File: config.mk
export PLATFORM = sky130hd
export DESIGN_NAME = priv_trap_ctrl
export DESIGN_NICKNAME = d
export VERILOG_FILES = /design/src/rtl/ptc_pkg.sv /design/src/rtl/ptc_class_check.sv /design/src/rtl/ptc_arbiter.sv /design/src/rtl/ptc_state_regs.sv /design/src/rtl/priv_trap_ctrl.sv
export SDC_FILE = /design/constraint.sdc
export NUM_CORES = 1
export LEC_CHECK = 0
export BUFFER_PORTS_ARGS = -buffer_cell sky130_fd_sc_hd__buf_2
export CORE_UTILIZATION = 48
export DETAILED_ROUTE_END_ITERATION = 12
export MAX_ROUTING_LAYER = met4
export PLACE_DENSITY = 0.83
export SLEW_MARGIN = 40
export SYNTH_ARGS = -nofsm -noshare
export SYNTH_HDL_FRONTEND = slang
export SYNTH_HIERARCHICAL = 1
export SYNTH_SLANG_ARGS = --single-unit
File: constraint.sdc
create_clock -name clk -period 2.3 [get_ports clk]
set_input_delay 0.115 -clock clk [delete_from_list [all_inputs] [get_ports clk]]
set_output_delay 0.115 -clock clk [all_outputs]
set_load 0.005 [all_outputs]
File: src/rtl/ptc_pkg.sv
package ptc_pkg;
  typedef enum logic [3:0] {
    IC_PLAIN    = 4'd0,
    IC_DLINE    = 4'd1,
    IC_DCONG    = 4'd2,
    IC_DDBG     = 4'd3,
    IC_ICONG    = 4'd4,
    IC_IDBG     = 4'd5,
    IC_DEVRD    = 4'd6,
    IC_DEVWR    = 4'd7,
    IC_MSRD     = 4'd8,
    IC_MSWR     = 4'd9,
    IC_SPRRD    = 4'd10,
    IC_SPRWR    = 4'd11,
    IC_RETNC    = 4'd12,
    IC_RETCR    = 4'd13,
    IC_RSV14    = 4'd14,
    IC_RSV15    = 4'd15
  } iclass_e;

  localparam int unsigned CLS_W = 4;
endpackage

File: src/rtl/ptc_class_check.sv
module ptc_class_check
  import ptc_pkg::*;
#(
  parameter int unsigned SPR_W      = 10,
  parameter int unsigned SPR_FXE    = 1,
  parameter int unsigned SPR_LNK    = 8,
  parameter int unsigned SPR_CNT    = 9,
  parameter int unsigned SPR_UG_LO  = 260,
  parameter int unsigned SPR_UG_NUM = 4
) (
  input  logic [CLS_W-1:0] cls,
  input  logic [SPR_W-1:0] spr,
  output logic             is_priv
);
  logic core_free;
  logic ug_hit;

  always_comb begin
    core_free = (spr == SPR_W'(SPR_FXE)) || (spr == SPR_W'(SPR_LNK)) ||
                (spr == SPR_W'(SPR_CNT));
    ug_hit = 1'b0;
    for (int k = 0; k < SPR_UG_NUM; k++) begin
      if (spr == SPR_W'(SPR_UG_LO + k)) ug_hit = 1'b1;
    end
  end

  always_comb begin
    unique case (iclass_e'(cls))
      IC_DLINE, IC_DCONG, IC_DDBG, IC_ICONG, IC_IDBG,
      IC_DEVRD, IC_DEVWR, IC_MSRD, IC_MSWR,
      IC_RETNC, IC_RETCR: is_priv = 1'b1;
      IC_SPRRD:           is_priv = !(core_free || ug_hit);
      IC_SPRWR:           is_priv = !core_free;
      default:            is_priv = 1'b0;
    endcase
  end
endmodule

File: src/rtl/ptc_arbiter.sv
module ptc_arbiter (
  input  logic crit_req,
  input  logic ext_req,
  input  logic viol_req,
  input  logic rfi_req,
  input  logic load_req,
  output logic slot_free,
  output logic g_crit,
  output logic g_ext,
  output logic g_prog,
  output logic g_rfi,
  output logic g_load
);
  always_comb begin
    slot_free = !(crit_req || ext_req);
    g_crit    = crit_req;
    g_ext     = ext_req && !crit_req;
    g_prog    = viol_req && slot_free;
    g_rfi     = rfi_req && slot_free && !viol_req;
    g_load    = load_req && slot_free && !viol_req && !rfi_req;
  end
endmodule

File: src/rtl/ptc_state_regs.sv
module ptc_state_regs #(
  parameter int unsigned W        = 32,
  parameter int unsigned MODE_POS = 14
) (
  input  logic         clk,
  input  logic         rst_n,
  input  logic         g_crit,
  input  logic         g_ext,
  input  logic         g_prog,
  input  logic         g_rfi,
  input  logic         g_load,
  input  logic         rfi_crit,
  input  logic [W-1:0] load_word,
  output logic [W-1:0] ms_q,
  output logic [W-1:0] srr_nc_q,
  output logic [W-1:0] srr_cr_q,
  output logic         esr_q
);
  localparam logic [W-1:0] MODE_MASK = W'(1) << MODE_POS;

  logic [W-1:0] ms_sup;
  assign ms_sup = ms_q & ~MODE_MASK;

  always_ff @(posedge clk) begin
    if (!rst_n) begin
      ms_q     <= '0;
      srr_nc_q <= '0;
      srr_cr_q <= '0;
      esr_q    <= 1'b0;
    end else begin
      if (g_crit) begin
        srr_cr_q <= ms_q;
        ms_q     <= ms_sup;
      end else if (g_ext || g_prog) begin
        srr_nc_q <= ms_q;
        ms_q     <= ms_sup;
      end else if (g_rfi) begin
        ms_q <= rfi_crit ? srr_cr_q : srr_nc_q;
      end else if (g_load) begin
        ms_q <= load_word;
      end
      if (g_prog) esr_q <= 1'b1;
    end
  end
endmodule

File: src/rtl/priv_trap_ctrl.sv
module priv_trap_ctrl
  import ptc_pkg::*;
#(
  parameter int unsigned W        = 32,
  parameter int unsigned MODE_POS = 14,
  parameter int unsigned SPR_W    = 10,
  parameter int unsigned PFX_W    = 16,
  parameter int unsigned VEC_OFF  = 32'h0700
) (
  input  logic             clk,
  input  logic             rst_n,
  input  logic             iss_valid,
  output logic             iss_ready,
  input  logic [3:0]       iss_class,
  input  logic [SPR_W-1:0] iss_spr,
  output logic             exec_ok,
  input  logic             crit_irq,
  input  logic             ext_irq,
  input  logic             rfi_en,
  input  logic             rfi_crit,
  input  logic             ms_load_en,
  input  logic [W-1:0]     ms_load_word,
  input  logic [PFX_W-1:0] vec_prefix,
  output logic             take_crit,
  output logic             take_ext,
  output logic             take_prog,
  output logic [W-1:0]     handler_pc,
  output logic [W-1:0]     ms_word,
  output logic             user_mode,
  output logic [W-1:0]     srr_nc,
  output logic [W-1:0]     srr_cr,
  output logic             esr_priv
);
  localparam int unsigned OFF_W = W - PFX_W;

  logic is_priv;
  logic viol;
  logic g_rfi;
  logic g_load;

  ptc_class_check #(.SPR_W(SPR_W)) u_cls (
    .cls     (iss_class),
    .spr     (iss_spr),
    .is_priv (is_priv)
  );

  assign user_mode = ms_word[MODE_POS];
  assign viol      = iss_valid && user_mode && is_priv;

  ptc_arbiter u_arb (
    .crit_req  (crit_irq),
    .ext_req   (ext_irq),
    .viol_req  (viol),
    .rfi_req   (rfi_en),
    .load_req  (ms_load_en),
    .slot_free (iss_ready),
    .g_crit    (take_crit),
    .g_ext     (take_ext),
    .g_prog    (take_prog),
    .g_rfi     (g_rfi),
    .g_load    (g_load)
  );

  ptc_state_regs #(.W(W), .MODE_POS(MODE_POS)) u_regs (
    .clk       (clk),
    .rst_n     (rst_n),
    .g_crit    (take_crit),
    .g_ext     (take_ext),
    .g_prog    (take_prog),
    .g_rfi     (g_rfi),
    .g_load    (g_load),
    .rfi_crit  (rfi_crit),
    .load_word (ms_load_word),
    .ms_q      (ms_word),
    .srr_nc_q  (srr_nc),
    .srr_cr_q  (srr_cr),
    .esr_q     (esr_priv)
  );

  assign exec_ok    = iss_valid && iss_ready && !(user_mode && is_priv);
  assign handler_pc = {vec_prefix, OFF_W'(VEC_OFF)};
endmodule

# Word level (Yosys, flattened, before mapping)
# Index checks and enable logic that the tools add are counted.
# word_totals
ff_bits	97
latchBits	0
ram_bits	0
romBits	0
in_bits	70
out_inout_bits	135
elab_cells	65
mem_count	0
# classes
addsub	0
mul	0
n_div	0
n_lt_le_gt_ge	0
eq_ne	20
n_shift	0
mux	8
bitwise_logic	3
n_reduce_logical	29
# ops
operator	n
$mux W32	3
$eq A10 B9 Y1 const B	4
$eq A4 B4 Y1 const B	6
$eq A10 B4 Y1 const B	2
$eq A4 B3 Y1 const B	4
$logic_and A1 B1 Y1	12
$reduce_or A11 Y1	1
$eq A10 B1 Y1 const B	1
$eq A4 B2 Y1 const B	2
$logic_not A1 Y1	7
$logic_or A1 B1 Y1	5
$eq A4 B1 Y1 const B	1
$mux W1	4
$not A1 Y1	3
$pmux W1 S3	1
$reduce_and A3 Y1	1
$reduce_or A3 Y1	1
$reduce_and A2 Y1	1
$reduce_bool A2 Y1	1

# Depth between registers and ports, before layout
# logic_depth
word_depth	14
depth_mapped	10
ltp_nobuf	8

# Modules after synthesis
# Netlist, hierarchy kept.
# modules_own_cells
mod	n_inst	cells_per_inst	area_each_um2	seq_area_each_um2
ptc_state_regs	1	430	4296.6	1941.9
priv_trap_ctrl	1	38	270.3	0.0
ptc_class_check	1	9	66.3	0.0
ptc_arbiter	1	6	47.5	0.0

# Worst setup path before layout
# OpenSTA, ideal clock, no wires.
# synth_path
kind	input to register
startpoint	in iss_spr[1]
endpoint	reg u_regs.ms_q[10]
setup_ps	114
arrival_time_ps	1974
t_required_ps	2186
path_slack_ps	212
stages	8
path_buffers	2
cell_sequence	o41ai_2 a31oi_1 and3_1 nor4b_1 buf_2 clkbuf_1 a211oi_2 a21o_1
# synth_via
elab_cells_between_ends	28
classes_between	7 x eq/ne; 6 x mux; 1 x bitwise; 14 x reduce/logical
# synth_rtl
item	line	rtl
start, declared	priv_trap_ctrl.sv:15	input logic [SPR_W-1:0] iss_spr,
$eq A10 B9 Y1	ptc_class_check.sv:23	if (spr == SPR_W'(SPR_UG_LO + k)) ug_hit = 1'b1;
$mux W1 (4 in series)	ptc_class_check.sv:23	
$logic_or A1 B1 Y1	ptc_class_check.sv:32	IC_SPRRD: is_priv = !(core_free || ug_hit);
$logic_not A1 Y1	ptc_class_check.sv:32	
$pmux W1 S3 (*)	ptc_class_check.sv:28	unique case (iclass_e'(cls))
via is_priv	priv_trap_ctrl.sv:36	logic is_priv;
$logic_and A1 B1 Y1 (*)	priv_trap_ctrl.sv:48	assign viol = iss_valid && user_mode && is_priv;
via viol	priv_trap_ctrl.sv:37	logic viol;
$logic_not A1 Y1 (*)	ptc_arbiter.sv:19	g_rfi = rfi_req && slot_free && !viol_req;
$logic_and A1 B1 Y1 (*)	ptc_arbiter.sv:19	
via g_rfi	priv_trap_ctrl.sv:38	logic g_rfi;
$reduce_bool A2 Y1 (no line)	-	
$reduce_and A3 Y1 (no line)	-	
end signal, assigned	ptc_state_regs.sv:33	ms_q <= ms_sup;
end signal, assigned	ptc_state_regs.sv:36	ms_q <= ms_sup;
end signal, assigned	ptc_state_regs.sv:38	ms_q <= rfi_crit ? srr_cr_q : srr_nc_q;
end, declared	ptc_state_regs.sv:14	output logic [W-1:0] ms_q,
# The timed path passes the listed nets; every way through them passes the cells marked *.
# A chain may end at the register's enable or synchronous reset.

# Worst setup path in the final report
# layout_path
startpoint	reg u_regs.ms_q[14]
endpoint	reg u_regs.srr_nc_q[30]
# layout_via
elab_chain_cells	5
# layout_rtl
item	line	rtl
$logic_and A1 B1 Y1 (2 in series)	priv_trap_ctrl.sv:48	
via viol	priv_trap_ctrl.sv:37	
$logic_and A1 B1 Y1	ptc_arbiter.sv:18	g_prog = viol_req && slot_free;
$logic_or A1 B1 Y1	ptc_state_regs.sv:34	end else if (g_ext || g_prog) begin
$reduce_and A2 Y1 (no line)	-	
end signal, assigned	ptc_state_regs.sv:35	srr_nc_q <= ms_q;
end, declared	ptc_state_regs.sv:15	output logic [W-1:0] srr_nc_q,
# The timed path passes the listed nets, and every way through them passes these cells.

==> flow_summary.toml <==
[run_status]
status = "completed"

[global_routing]
antenna_found_initial = 0
grt_max_degree = 42
grt_pass1_wl_mm = 18.20
grt_overflow_total = 0
grt_pass1_vias = 3693
grtUsageTotal_pct = 23.54

[cts]
clkTransAtPathRegs_ps = 90
cts-root-buf = "clkbuf_8"
post_cts_resized = 0
clkSinkCount = 97
cts_buffers = 9
clkLatencyLatePin_ps = 350
post_cts.repair.setup_buffers = 0
hold_buffers = 0
h-tree-depth = 3
clockBufferDepth = 2
cts_tree = "yes"

[synthesis]
synthTopCellsByArea = "dfxtp_1 41%, mux2i_1 14%, a211oi_2 7.8%"
synth_top_cell_area_share_pct = 41.49
seq_area_frac_synth_pct = 41.49
synth_edf_count = 0
syn-instance-count = 483
synth_cell_types = 32
async_flop_share_pct = 0
syn_avg_cell_area_um2 = 9.691
synth_area_leader_cell = "dfxtp_1"
ys_ff_latch = 97
synth_common_cells = "97 x dfxtp_1, 66 x nand2_1, 64 x mux2i_1, 34 x buf_4, 34 x nor2b_1"
netlist_area_um2 = 4681
ys.flop_type = "dfxtp_1"
synth.most_common_cell = "dfxtp_1"
yosys_warnings = 6

[setup_path]
path_cells = "and3_1 > and2_1 > buf_4 > o21ba_2 > nand2_1 > a21boi_0"
slowest_delay_ps = 660
end_kind = "flip-flop"
critPathLaunchType = "flip-flop"
slowest_stage = "o21ba_2"
worstPathRequired_ps = 2570
ff2ff_path_depth = 6
critical_path_class = "flip-flop to flip-flop"
critPathLaunch = "u_regs/ms_q[14]"
path_max_fanout = 32
worstPathArrival_ps = 2380
timing.rr.start = "u_regs/ms_q[14]"

[die]
ios = 205
die_x_um = 100.8
start_util_pct = 50.18
core-area_um2 = 9328
die_y_um = 100.8
rows = 35
dieArea_um2 = 10150

[cells_and_area]
multi_input_area_um2 = 2354
synthToLayoutAreaGrowth_pct = 19.22
nFillCells = 814
finalNonFillerCells = 739
drive_gt1_share_pct = 36.23
fin_util_pct = 59.83
nets = 676
regArea_um2 = 1942
antenna_cells = 0

[power_and_ir_drop]
leakage_nw = 2.703
ir_drop_v = 0.0004810
p_total_mw = 3.108
power_density_nw_per_um2 = 557.0

[route]
viasPerCell = 5.260
routed_wl_mm = 11.75
dr_total_vias = 3887
drt_iter0_markers = 106
post-route-drc-count = 0
ant_nets = 0
drt-pass1-iter-count = 4
wire_per_inst_um = 15.91

[timing]
final_hold_viol_count = 0
fin_skew_ps = 11.90
max_freq_ghz = 0.4736
finalSetupViolCount = 0
relSlewSlack_pct = 47.46
min_period_over_period_pct = 91.79
min_period_ps = 2111
drv_slew = 0
worst_pin_slew_ps = 788.1
rsz0062_at_grt = "no"
hold_ws_ps = 172.8

[worst_hold_path]
min_path_cells = 3
hold_start = "ms_load_word[14]"
worstHoldPathType = "primary input to flip-flop"

[placed_design]
dp_cells = 724
place_congestion = 0.7755
dpl.hpwl_mm = 8.043
port_buffers = 156

[job]
drv_cap = 0
## area by class of cell
| class | count | area share [%] |
|---|---|---|
| multi-input cells | 327 | 42.17 |
| flip-flops and latches | 97 | 34.80 |
| repair buffers | 171 | 16.91 |
| well taps | 129 | 2.892 |
| clock buffers | 11 | 2.713 |
| clock inverters | 4 | 0.5157 |
## sequential cells by signal, indices dropped and copies added (netlist names)
signal           cells
u_regs/ms_q         32
u_regs/esr_q         1
u_regs/srr_nc_q     32
u_regs/srr_cr_q     32
## cell families after synthesis
family,Yosys count,synth area share [%]
compound gates,135,23.36
simple gates,112,11.74
flops,97,41.49
buf+inv,73,9.569
mux,64,13.69
other cells,2,0.1604
## worst max-delay path: cells and delay by family (launching register included)
kind	cells	cell delay, ps
AO/OA/AOI/OAI	2	860
AND/OR/NAND/NOR	3	570
flip-flops	1	460
buffers and inverters	1	140
## layout by cell type (no fill, tap or decap), types with 2 or more instances in the layout
master,n
clkinvlp_4,2
a211oi_1,4
a21boi_0,32
mux2i_1,64
buf_2,156
buf_4,11
a211oi_2,29
nor2_1,2
conb_1,16
clkbuf_8,11
nor3_1,2
nor2b_1,34
dfxtp_1,97
a21o_1,31
a21oi_1,32
buf_12,4
nand2_1,66
## power by group
group	switching (mW)	internal [mW]
logic	0.197	0.160
registers	0.0306	1.71
clock network	0.563	0.447
total	0.791	2.32
## metrics by stage
stage,TNS [ps],setup WS (ps),instance area [µm²]
global route,0,58.45,5580
CTS,0,216.4,5580
finish,0,188.7,5580
global placement,0,45.85,5400
detailed placement,-0.3582,-0.3582,5400
floorplan,0,211.9,4733
## routing by layer
metal | global-route usage (%) | part of all wire (%) | vias up
met2 | 41.73 | 50 | 144
met5 | - | 0 | -
met4 | 6.355 | 0.85 | 0
met1 | 27.19 | 43 | 1855
li1 | - | - | 1878
met3 | 4.438 | 5.9 | 10
## final timing paths
kind                                       endpoint  slack [ps]
worst max-delay path            u_regs/srr_nc_q[30]         190
worst min-delay path                u_regs/ms_q[14]         170
worst max register to register  u_regs/srr_nc_q[30]         190
worst min register to register  u_regs/srr_nc_q[25]         490
(Power assumes the default switching activity.)
